## config.mk

```make
export PLATFORM = sky130hd
export DESIGN_NAME = mchk_recovery_seq
export DESIGN_NICKNAME = d
export VERILOG_FILES = /design/src/rtl/mchk_pkg.sv /design/src/rtl/mchk_classify.sv /design/src/rtl/mchk_pending.sv /design/src/rtl/mchk_recovery_seq.sv
export SDC_FILE = /design/constraint.sdc
export NUM_CORES = 1
export LEC_CHECK = 0
export ABC_AREA = 1
export BUFFER_PORTS_ARGS = -buffer_cell sky130_fd_sc_hd__buf_2
export CELL_PAD_IN_SITES_DETAIL_PLACEMENT = 1
export CELL_PAD_IN_SITES_GLOBAL_PLACEMENT = 1
export CORE_UTILIZATION = 37
export CTS_BUF_LIST = sky130_fd_sc_hd__clkbuf_16
export CTS_CLUSTER_DIAMETER = 60
export DETAILED_ROUTE_END_ITERATION = 10
export HOLD_SLACK_MARGIN = 0.1
export PLACE_DENSITY_LB_ADDON = 0.1
export SLEW_MARGIN = 40
export SYNTH_ARGS = -nofsm -noshare
export SYNTH_HDL_FRONTEND = slang
export SYNTH_SLANG_ARGS = --single-unit
```

## constraint.sdc

```tcl
create_clock -name clk -period 2.5 [get_ports clk]
set_input_delay 0 -clock clk [delete_from_list [all_inputs] [get_ports clk]]
set_output_delay 0 -clock clk [all_outputs]
set_load 0.03 [all_outputs]
```

## src/rtl/mchk_pkg.sv

```systemverilog
`timescale 1ns/1ps
package mchk_pkg;
    localparam int NCAT      = 4;
    localparam int CAT_IC    = 0;
    localparam int CAT_DSRCH = 1;
    localparam int CAT_DFLSH = 2;
    localparam int CAT_XLAT  = 3;

    // data cache fault kinds: lookup group below flush group
    localparam logic [2:0] DK_LAST_LOOKUP = 3'd2;
    localparam logic [2:0] DK_LAST_FLUSH  = 3'd6;

    typedef enum logic [2:0] {
        ST_IDLE,
        ST_ENTER,
        ST_INV_I,
        ST_INV_D,
        ST_XLAT_FIX,
        ST_WAIT_RET
    } seq_state_t;
endpackage

```

## src/rtl/mchk_classify.sv

```systemverilog
`timescale 1ns/1ps
module mchk_classify
    import mchk_pkg::*;
(
    input  logic            chk_en,
    input  logic            ic_err,
    input  logic            dc_err,
    input  logic [2:0]      dc_kind,
    input  logic            dc_wt,
    input  logic            tlb_err,
    output logic [NCAT-1:0] raise,
    output logic            unrec
);
    logic dc_lookup;
    logic dc_flush;

    always_comb begin
        dc_lookup = dc_err && (dc_kind <= DK_LAST_LOOKUP);
        dc_flush  = dc_err && (dc_kind > DK_LAST_LOOKUP) && (dc_kind <= DK_LAST_FLUSH);
        raise     = '0;
        unrec     = 1'b0;
        if (chk_en) begin
            raise[CAT_IC]    = ic_err;
            raise[CAT_DSRCH] = dc_lookup && dc_wt;
            raise[CAT_DFLSH] = dc_flush && dc_wt;
            raise[CAT_XLAT]  = tlb_err;
            unrec            = (dc_lookup || dc_flush) && !dc_wt;
        end
    end
endmodule

```

## src/rtl/mchk_pending.sv

```systemverilog
`timescale 1ns/1ps
module mchk_pending
    import mchk_pkg::*;
#(
    parameter int IDX_W = 6
) (
    input  logic             clk,
    input  logic             rst_n,
    input  logic [NCAT-1:0]  raise,
    input  logic [IDX_W-1:0] idx_in,
    input  logic             take,
    output logic [NCAT-1:0]  pick,
    output logic             any,
    output logic [IDX_W-1:0] idx_q
);
    logic [NCAT-1:0] pend_q;
    logic [NCAT-1:0] pend_d;

    // fixed priority: lower category index wins
    for (genvar g = 0; g < NCAT; g++) begin : g_pri
        if (g == 0) begin : g_top
            assign pick[g] = pend_q[g];
        end else begin : g_rest
            assign pick[g] = pend_q[g] & ~(|pend_q[g-1:0]);
        end
    end

    assign any = |pend_q;

    always_comb begin
        pend_d = (pend_q & ~(take ? pick : '0)) | raise;
    end

    always_ff @(posedge clk or negedge rst_n) begin
        if (!rst_n) begin
            pend_q <= '0;
            idx_q  <= '0;
        end else begin
            pend_q <= pend_d;
            if (raise[CAT_XLAT]) begin
                idx_q <= idx_in;
            end
        end
    end
endmodule

```

## src/rtl/mchk_recovery_seq.sv

```systemverilog
`timescale 1ns/1ps
module mchk_recovery_seq
    import mchk_pkg::*;
#(
    parameter int              AW         = 32,
    parameter int              MS_W       = 16,
    parameter int              IDX_W      = 6,
    parameter int              ME_BIT     = 12,
    parameter logic [MS_W-1:0] CLEAR_MASK = 16'h1F00,
    parameter logic [MS_W-1:0] MS_RESET   = 16'h1000
) (
    input  logic             clk,
    input  logic             rst_n,
    input  logic             parity_en,
    input  logic             ic_err,
    input  logic             dc_err,
    input  logic [2:0]       dc_kind,
    input  logic             dc_wt,
    input  logic             tlb_err,
    input  logic [IDX_W-1:0] tlb_idx,
    input  logic [AW-1:0]    pc_in,
    input  logic             ms_wr_en,
    input  logic [MS_W-1:0]  ms_wr_data,
    input  logic             mc_return,
    input  logic             ic_inv_ack,
    input  logic             dc_inv_ack,
    input  logic             xlat_fix_ack,
    output logic [3:0]       mc_status,
    output logic [AW-1:0]    save0,
    output logic [MS_W-1:0]  save1,
    output logic [MS_W-1:0]  mstate,
    output logic             mc_vector,
    output logic             ic_inv_req,
    output logic             dc_inv_req,
    output logic             xlat_fix_req,
    output logic [IDX_W-1:0] xlat_fix_idx,
    output logic             in_handler,
    output logic             unrec_flag
);
    seq_state_t      state_q, state_d;
    logic [NCAT-1:0] raise;
    logic [NCAT-1:0] pick;
    logic            pend_any;
    logic            unrec_set;
    logic [IDX_W-1:0] pend_idx;
    logic            take;
    logic            ret_ok;

    mchk_classify u_cls (
        .chk_en  (parity_en),
        .ic_err  (ic_err),
        .dc_err  (dc_err),
        .dc_kind (dc_kind),
        .dc_wt   (dc_wt),
        .tlb_err (tlb_err),
        .raise   (raise),
        .unrec   (unrec_set)
    );

    mchk_pending #(.IDX_W(IDX_W)) u_pend (
        .clk    (clk),
        .rst_n  (rst_n),
        .raise  (raise),
        .idx_in (tlb_idx),
        .take   (take),
        .pick   (pick),
        .any    (pend_any),
        .idx_q  (pend_idx)
    );

    assign take   = (state_q == ST_IDLE) && mstate[ME_BIT] && pend_any;
    assign ret_ok = (state_q == ST_WAIT_RET) && mc_return;

    // next-state logic
    always_comb begin
        state_d = state_q;
        unique case (state_q)
            ST_IDLE: begin
                if (take) state_d = ST_ENTER;
            end
            ST_ENTER: begin
                if (mc_status[CAT_IC])                              state_d = ST_INV_I;
                else if (mc_status[CAT_DSRCH] || mc_status[CAT_DFLSH]) state_d = ST_INV_D;
                else                                                state_d = ST_XLAT_FIX;
            end
            ST_INV_I: begin
                if (ic_inv_ack) state_d = ST_WAIT_RET;
            end
            ST_INV_D: begin
                if (dc_inv_ack) state_d = ST_WAIT_RET;
            end
            ST_XLAT_FIX: begin
                if (xlat_fix_ack) state_d = ST_WAIT_RET;
            end
            ST_WAIT_RET: begin
                if (mc_return) state_d = ST_IDLE;
            end
            default: state_d = ST_IDLE;
        endcase
    end

    // state register
    always_ff @(posedge clk or negedge rst_n) begin
        if (!rst_n) state_q <= ST_IDLE;
        else        state_q <= state_d;
    end

    // context and status registers
    always_ff @(posedge clk or negedge rst_n) begin
        if (!rst_n) begin
            mc_status    <= '0;
            save0        <= '0;
            save1        <= '0;
            mstate       <= MS_RESET;
            xlat_fix_idx <= '0;
            unrec_flag   <= 1'b0;
        end else begin
            if (take) begin
                mc_status <= pick;
                save0     <= pc_in;
                save1     <= mstate;
                mstate    <= mstate & ~CLEAR_MASK;
                if (pick[CAT_XLAT]) xlat_fix_idx <= pend_idx;
            end else if (ret_ok) begin
                mstate <= save1;
            end else if (ms_wr_en) begin
                mstate <= ms_wr_data;
            end
            if (unrec_set) unrec_flag <= 1'b1;
        end
    end

    // outputs decoded from state
    always_comb begin
        mc_vector    = (state_q == ST_ENTER);
        ic_inv_req   = (state_q == ST_INV_I);
        dc_inv_req   = (state_q == ST_INV_D);
        xlat_fix_req = (state_q == ST_XLAT_FIX);
        in_handler   = (state_q != ST_IDLE);
    end
endmodule

```

======== Word level (Yosys, flattened, before mapping) ========
Index checks and enable logic that the tools add are counted.
storage, ports and cells
  input port bits ......................... 69
  word-level logic and storage cells ...... 69
  output and inout bits ................... 80
  register bits after elaboration ......... 88
operators by class
  reductions and logical operators ........ 22
  bitwise gates (word level) .............. 10
  magnitude comparators ................... 3
  equal/unequal tests ..................... 10
  muxes and demuxes ....................... 14
operators by type and width
  cell                  count
  $mux W16              2
  $mux W3               7
  $pmux W3 S6           1
  $mux W13              1
  $logic_and A1 B1 Y1   9
  $mux W4               2
  $ne A2 B2 Y1 const B  4
  $eq A3 B2 Y1 const B  2
  $eq A3 B3 Y1 const B  2
  $reduce_bool A3 Y1    2
  $reduce_and A5 Y1     1
  $and A4 B4 Y4         1
  $not A1 Y1            4
  $not A4 Y4            1
  $or A4 B4 Y4          1
  $reduce_and A2 Y1     2
  $reduce_or A4 Y1      1
  $and A1 B1 Y1         3
  $eq A3 B1 Y1 const B  1
  $gt A3 B2 Y1 const B  1
  $le A3 B2 Y1 const B  1
  $le A3 B3 Y1 const B  1
  $logic_not A3 Y1      1
  $reduce_or A3 Y1      1
  other kinds (6)       7

======== Depth between registers and ports, before layout ========
  word-level depth ........................ 7
  depth in mapped cells ................... 10
  depth with buffers taken out ............ 7

======== Cells and area by module ========
A second synthesis with hierarchy kept.
second synthesis, totals
  cell total of the unflattened synthesis .. 470
  area total of the unflattened synthesis .. 3887.5 sq um
modules (own cells, without submodules)
  module             cells an instance  area an instance (sq um)  sequential area each (sq um)  times used
  mchk_recovery_seq  404                3400.8                    1953.1                        1
  mchk_pending       50                 416.6                     250.2                         1
  mchk_classify      16                 70.1                      0.0                           1

======== Least setup slack after synthesis ========
OpenSTA, ideal clock, no wires.
  path kind ............................... reg2reg
  from .................................... register state_q[0]
  to ...................................... register mc_status[3]
  clock period less this slack ............ 1519 ps
  cell stages (with the launch flop) ...... 9
  slack ................................... 981 ps
  setup time .............................. 125 ps
  data required time ...................... 2375 ps
  path buffers ............................ 2
  arrival time ............................ 1394 ps
  cells stage by stage .................... dfrtp_1 nor2_4 nand2_2 nor2_8 nand2_4 buf_6 buf_2 nand2_1 nand2_1
between the ends
  cells in the longest elaborated chain, start to end .. 3
ends and longest elaborated chain
  element                            RTL line                  source
  from (decl)                        mchk_recovery_seq.sv:40   seq_state_t state_q, state_d;
  from (signal assigned)             mchk_recovery_seq.sv:105  else state_q <= state_d;
  $logic_not A3 Y1                   mchk_recovery_seq.sv:71   assign take = (state_q == ST_IDLE) && mstate[ME_BIT] && pend_any;
  $logic_and A1 B1 Y1 (2 in series)  mchk_recovery_seq.sv:71
  to (signal assigned)               mchk_recovery_seq.sv:119  mc_status <= pick;
  to (decl)                          mchk_recovery_seq.sv:28   output logic [3:0] mc_status,
Every way passes these cells.
A chain may end at the register's enable or synchronous reset.

======== Worst setup path in the final report ========
  from .................................... input dc_kind[0]
  to ...................................... register u_pend.pend_q[2]
between the ends
  cells in the longest elaborated chain, start to end .. 6
  elaborated cells between the ends (all ways) .. 7
  classes of those cells .................. order compare (2); mux (1); bitwise (1); reduce/logical (3)
ends and longest elaborated chain
  element                     RTL line                 source
  from (decl)                 mchk_recovery_seq.sv:17  input logic [2:0] dc_kind,
  $gt A3 B2 Y1                mchk_classify.sv:19      dc_flush = dc_err && (dc_kind > DK_LAST_LOOKUP) && (dc_kind <= DK_LAST_FLUSH);
  $logic_and A1 B1 Y1         mchk_classify.sv:19
  $logic_and A1 B1 Y1 *       mchk_classify.sv:19
  $logic_and A1 B1 Y1 *       mchk_classify.sv:25      raise[CAT_DFLSH] = dc_flush && dc_wt;
  $mux W4 *                   mchk_classify.sv:22      if (chk_en) begin
  $or A4 B4 Y4 *              mchk_pending.sv:31       pend_d = (pend_q & ~(take ? pick : '0)) | raise;
  named net u_pend.pend_d[2]  mchk_pending.sv:17       logic [NCAT-1:0] pend_d;
  to (signal assigned)        mchk_pending.sv:39       pend_q <= pend_d;
  to (decl)                   mchk_pending.sv:16       logic [NCAT-1:0] pend_q;
Mark *: on every way through the listed nets, which the timed path passes. The rest lies on a longest branch.

==> flow_summary_export.csv <==
group,metric,value,unit
run_status,status,"finished, final reports clean",
yosys,syn_nets,525,
global_route,grt_antenna_before_repair,0,
hold_path,hold_path.class,"input port to flop",
clock_tree,clkLatencyLatePin,0.34,ns
timing,whs,0.1391,ns
final_layout,layout.area.seq,2203,um^2
timing,relSlewSlack,49.97,%
critical_path,cpPeakStageDelay,0.60,ns
pwr,power.internal,3.620,mW
final_layout,synthToLayoutAreaGrowth,47.14,%
critical_path,r2r-start,"state_q[0]",
die,die_height,103.5,um
global_route,grt_overflow_total,0,
critical_path,cp_max_fo,2,
yosys,syn-cell-area,3809,um^2
critical_path,crit_type,"input port to flop",
route,routedWlPerCell,15.55,um
placed_design,place_ws,0.6477,ns
hold_path,hold_end,"state_q[0]",
yosys,synthCells,456,
clock_tree,cts_root_buf,"clkbuf_16",
final_layout,fill_cells,1206,
die,coreArea,9864,um^2
pwr,power_frac_clock,19.3,%
die,io_pins,149,
timing,setup_slack,0.6323,ns
die,row_count,36,
placed_design,place_congestion,0.8177,
final_layout,final_cell_mix,"nand2_1, buf_2, dfrtp_1",
route,drc,0,
critical_path,reg2reg_to,"u_pend.pend_q[1]",
clock_tree,post_cts_buffers,0,
yosys,synth_cell_types,25,
critical_path,worstSetupEndpointType,"flop",
placed_design,port_buffers,148,
yosys,yosysSeqAreaShare,57.85,%
final_layout,finalInstanceArea,5604,um^2
timing,max_freq,535.4,MHz
timing,worstMarginPinSlew,0.7497,ns
pwr,power_frac_seq,35.4,%
pwr,ir_drop,0.5331,mV
clock_tree,cts_buffers,9,
timing,fin_crit_sh,74.71,%
global_route,first_global_vias,4101,
placed_design,place_area,4654,um^2
timing,finalMaxSlewViolations,0,
die,chipWidth,103.5,um
clock_tree,clkTransAtPathRegs,0.06,ns
pwr,p_leak,3.168,nW
critical_path,worstPathArrival,2.09,ns
route,via_per_inst,4.721,
critical_path,reg2reg_slack,0.64,ns
route,wl,12.53,mm
timing,hold_viol_final,0,
global_route,track_usage,24.81,%
critical_path,reg2reg_depth,7,
clock_tree,clk_path_buf_depth,2,
pwr,power,6.720,mW
clock_tree,cts_tree,"built",
critical_path,cp.buffers_inverters,4,
die,fp.dieArea,10700,um^2
route,antenna_left,0,
hold_path,hp-start,"mc_return",
clock_tree,htree_num_levels,3,
critical_path,cp_slowest_cell,"dlygate4sd3_1",
clock_tree,cts.sinks,88,
critical_path,crit_chain,"dlygate4sd3_1 > buf_2 > a21oi_1 > dlygate4sd3_1 > nand3b_1 > dlygate4sd3_1 > nand2_1",
timing,finalSetupViolCount,0,
critical_path,path_common_cell,"dlygate4sd3_1",
global_route,grt_pass1_wl,20.02,mm
critical_path,crit_path_start_kind,"input port",
job,maxCapViolCount,0,
timing,period_needed,1.868,ns
final_layout,final_cells,806,
critical_path,path_delay_family,"buffers and inverters",
yosys,synth-seq-cells,88,
route,initialDrtViolationCount,111,
final_layout,fin_util,56.81,%
critical_path,cp.required,2.73,ns
pwr,powerDensity,1199,nW/um^2
hold_path,min_path_cells,6,
timing,rsz0062_at_grt,"no",
global_route,grt_max_degree,49,
placed_design,hpwl,7.307,mm
timing,fin_setup_tns,0,ns
yosys,ys_warn_count,0,
pwr,p_sw,3.100,mW
route,drtPass1Iterations,4,
final_layout,final_common_cell,"nand2_1",
final_layout,multiInputGateArea,1408,um^2
yosys,synth.avg_cell_area,8.352,um^2
final_layout,final_layout_size_suffix_gt1_share,27.08,%
pwr,combinationalPowerShare,45.3,%
timing,fin_skew,0.005285,ns
pwr,switching_share,46.13,%
final_layout,nets,738,
route,vias,3805,
placed_design,placedCellCount,724,
die,start_util,38.61,%
==> logic make-up after synthesis <==
kind of cell           count (synthesis)  share of synthesized area, %
DFF                                   88                         57.85
muxes                                  5                         1.478
buffers and inverters                 37                         5.190
and+or+nand+nor                      316                         34.03
AOI/OAI and AO/OA                     10                         1.445
==> what timing repair did <==
action                    4_1_cts  5_1_grt
hold buffers                   67        0
hold endpoints to repair      100        0
resized for setup               0        0
==> worst max-delay path by stage <==
| stage | to | slack, ns | cells past startpoint | start |
|---|---|---|---|---|
| finish | u_pend.pend_q[2] | 0.63 | 7 | dc_kind[0] |
| global route | mc_status[1] | 0.49 | 8 | state_q[2] |
| CTS | u_pend.pend_q[1] | 0.64 | 7 | state_q[2] |
| detailed placement | u_pend.pend_q[1] | 0.65 | 7 | state_q[2] |
| global placement | state_q[0] | 0.71 | 8 | state_q[2] |
| floorplan | mc_status[3] | 0.98 | 8 | state_q[0] |
==> power groups by stage <==
stage | registers [mW] | logic, mW | clock network [mW]
final | 2.38 | 3.04 | 1.30
after global routing | 2.45 | 3.33 | 1.37
after CTS | 2.37 | 3.03 | 1.33
after detailed placement | 2.38 | 2.93 | 0
after global placement | 2.36 | 2.86 | 0
after floorplan | 3.29 | 1.11 | 0
==> sequential cells by signal, indices dropped and copies added, names as in the netlist <==
signal         cells
u_pend.idx_q       6
mc_status          4
save1             16
state_q            3
u_pend.pend_q      4
save0             32
xlat_fix_idx       6
mstate            16
unrec_flag         1
==> cells in the mapped netlist <==
cell	instances	area (um^2)
nand2_1	258	968.4
dfrtp_1	87	2177
nand3_1	34	170.2
inv_1	16	60.06
buf_2	11	55.05
nor2_1	10	37.54
buf_6	5	56.30
mux2_2	5	56.30
a21oi_1	4	20.02
inv_2	3	11.26
o21ai_0	3	15.01
buf_4	2	15.01
nand2_4	2	22.52
nand3b_1	2	15.01
nor2_2	2	12.51
nor3_1	2	10.01
o21ai_1	2	10.01
a41o_1	1	10.01
dfstp_2	1	26.28
nand2_2	1	6.260
nand3_2	1	10.01
nand4_1	1	6.260
nor2_4	1	11.26
nor2_8	1	20.02
or2_1	1	6.260
==> worst register-to-register path, cell delays in order (launching register included) <==
cell	delay [ns]
dfrtp_1	0.47
nor2_4	0.16
nand2_2	0.11
nor2_8	0.16
nand2_4	0.18
buf_4	0.30
nor2_1	0.25
o21ai_1	0.10
==> layout make-up <==
type | instances | area share [%]
sequential | 88 | 39.32
tap | 133 | 2.969
clock inverter | 5 | 0.9154
antenna | 1 | 0.04465
clock buffer | 9 | 4.019
multi-input combinational | 331 | 25.12
timing repair buffer | 220 | 26.35
inverter | 19 | 1.273
==> layer usage <==
layer / wire length [um] / up-vias / global-route usage, %
li1: - / 1831 / -
met1: 5156 / 1865 / 29.31
met2: 6643 / 94 / 44.52
met3: 526 / 15 / 4.503
met4: 204 / 0 / 9.967
met5: 0 / - / 0
Power figures use the tool's default switching activity.
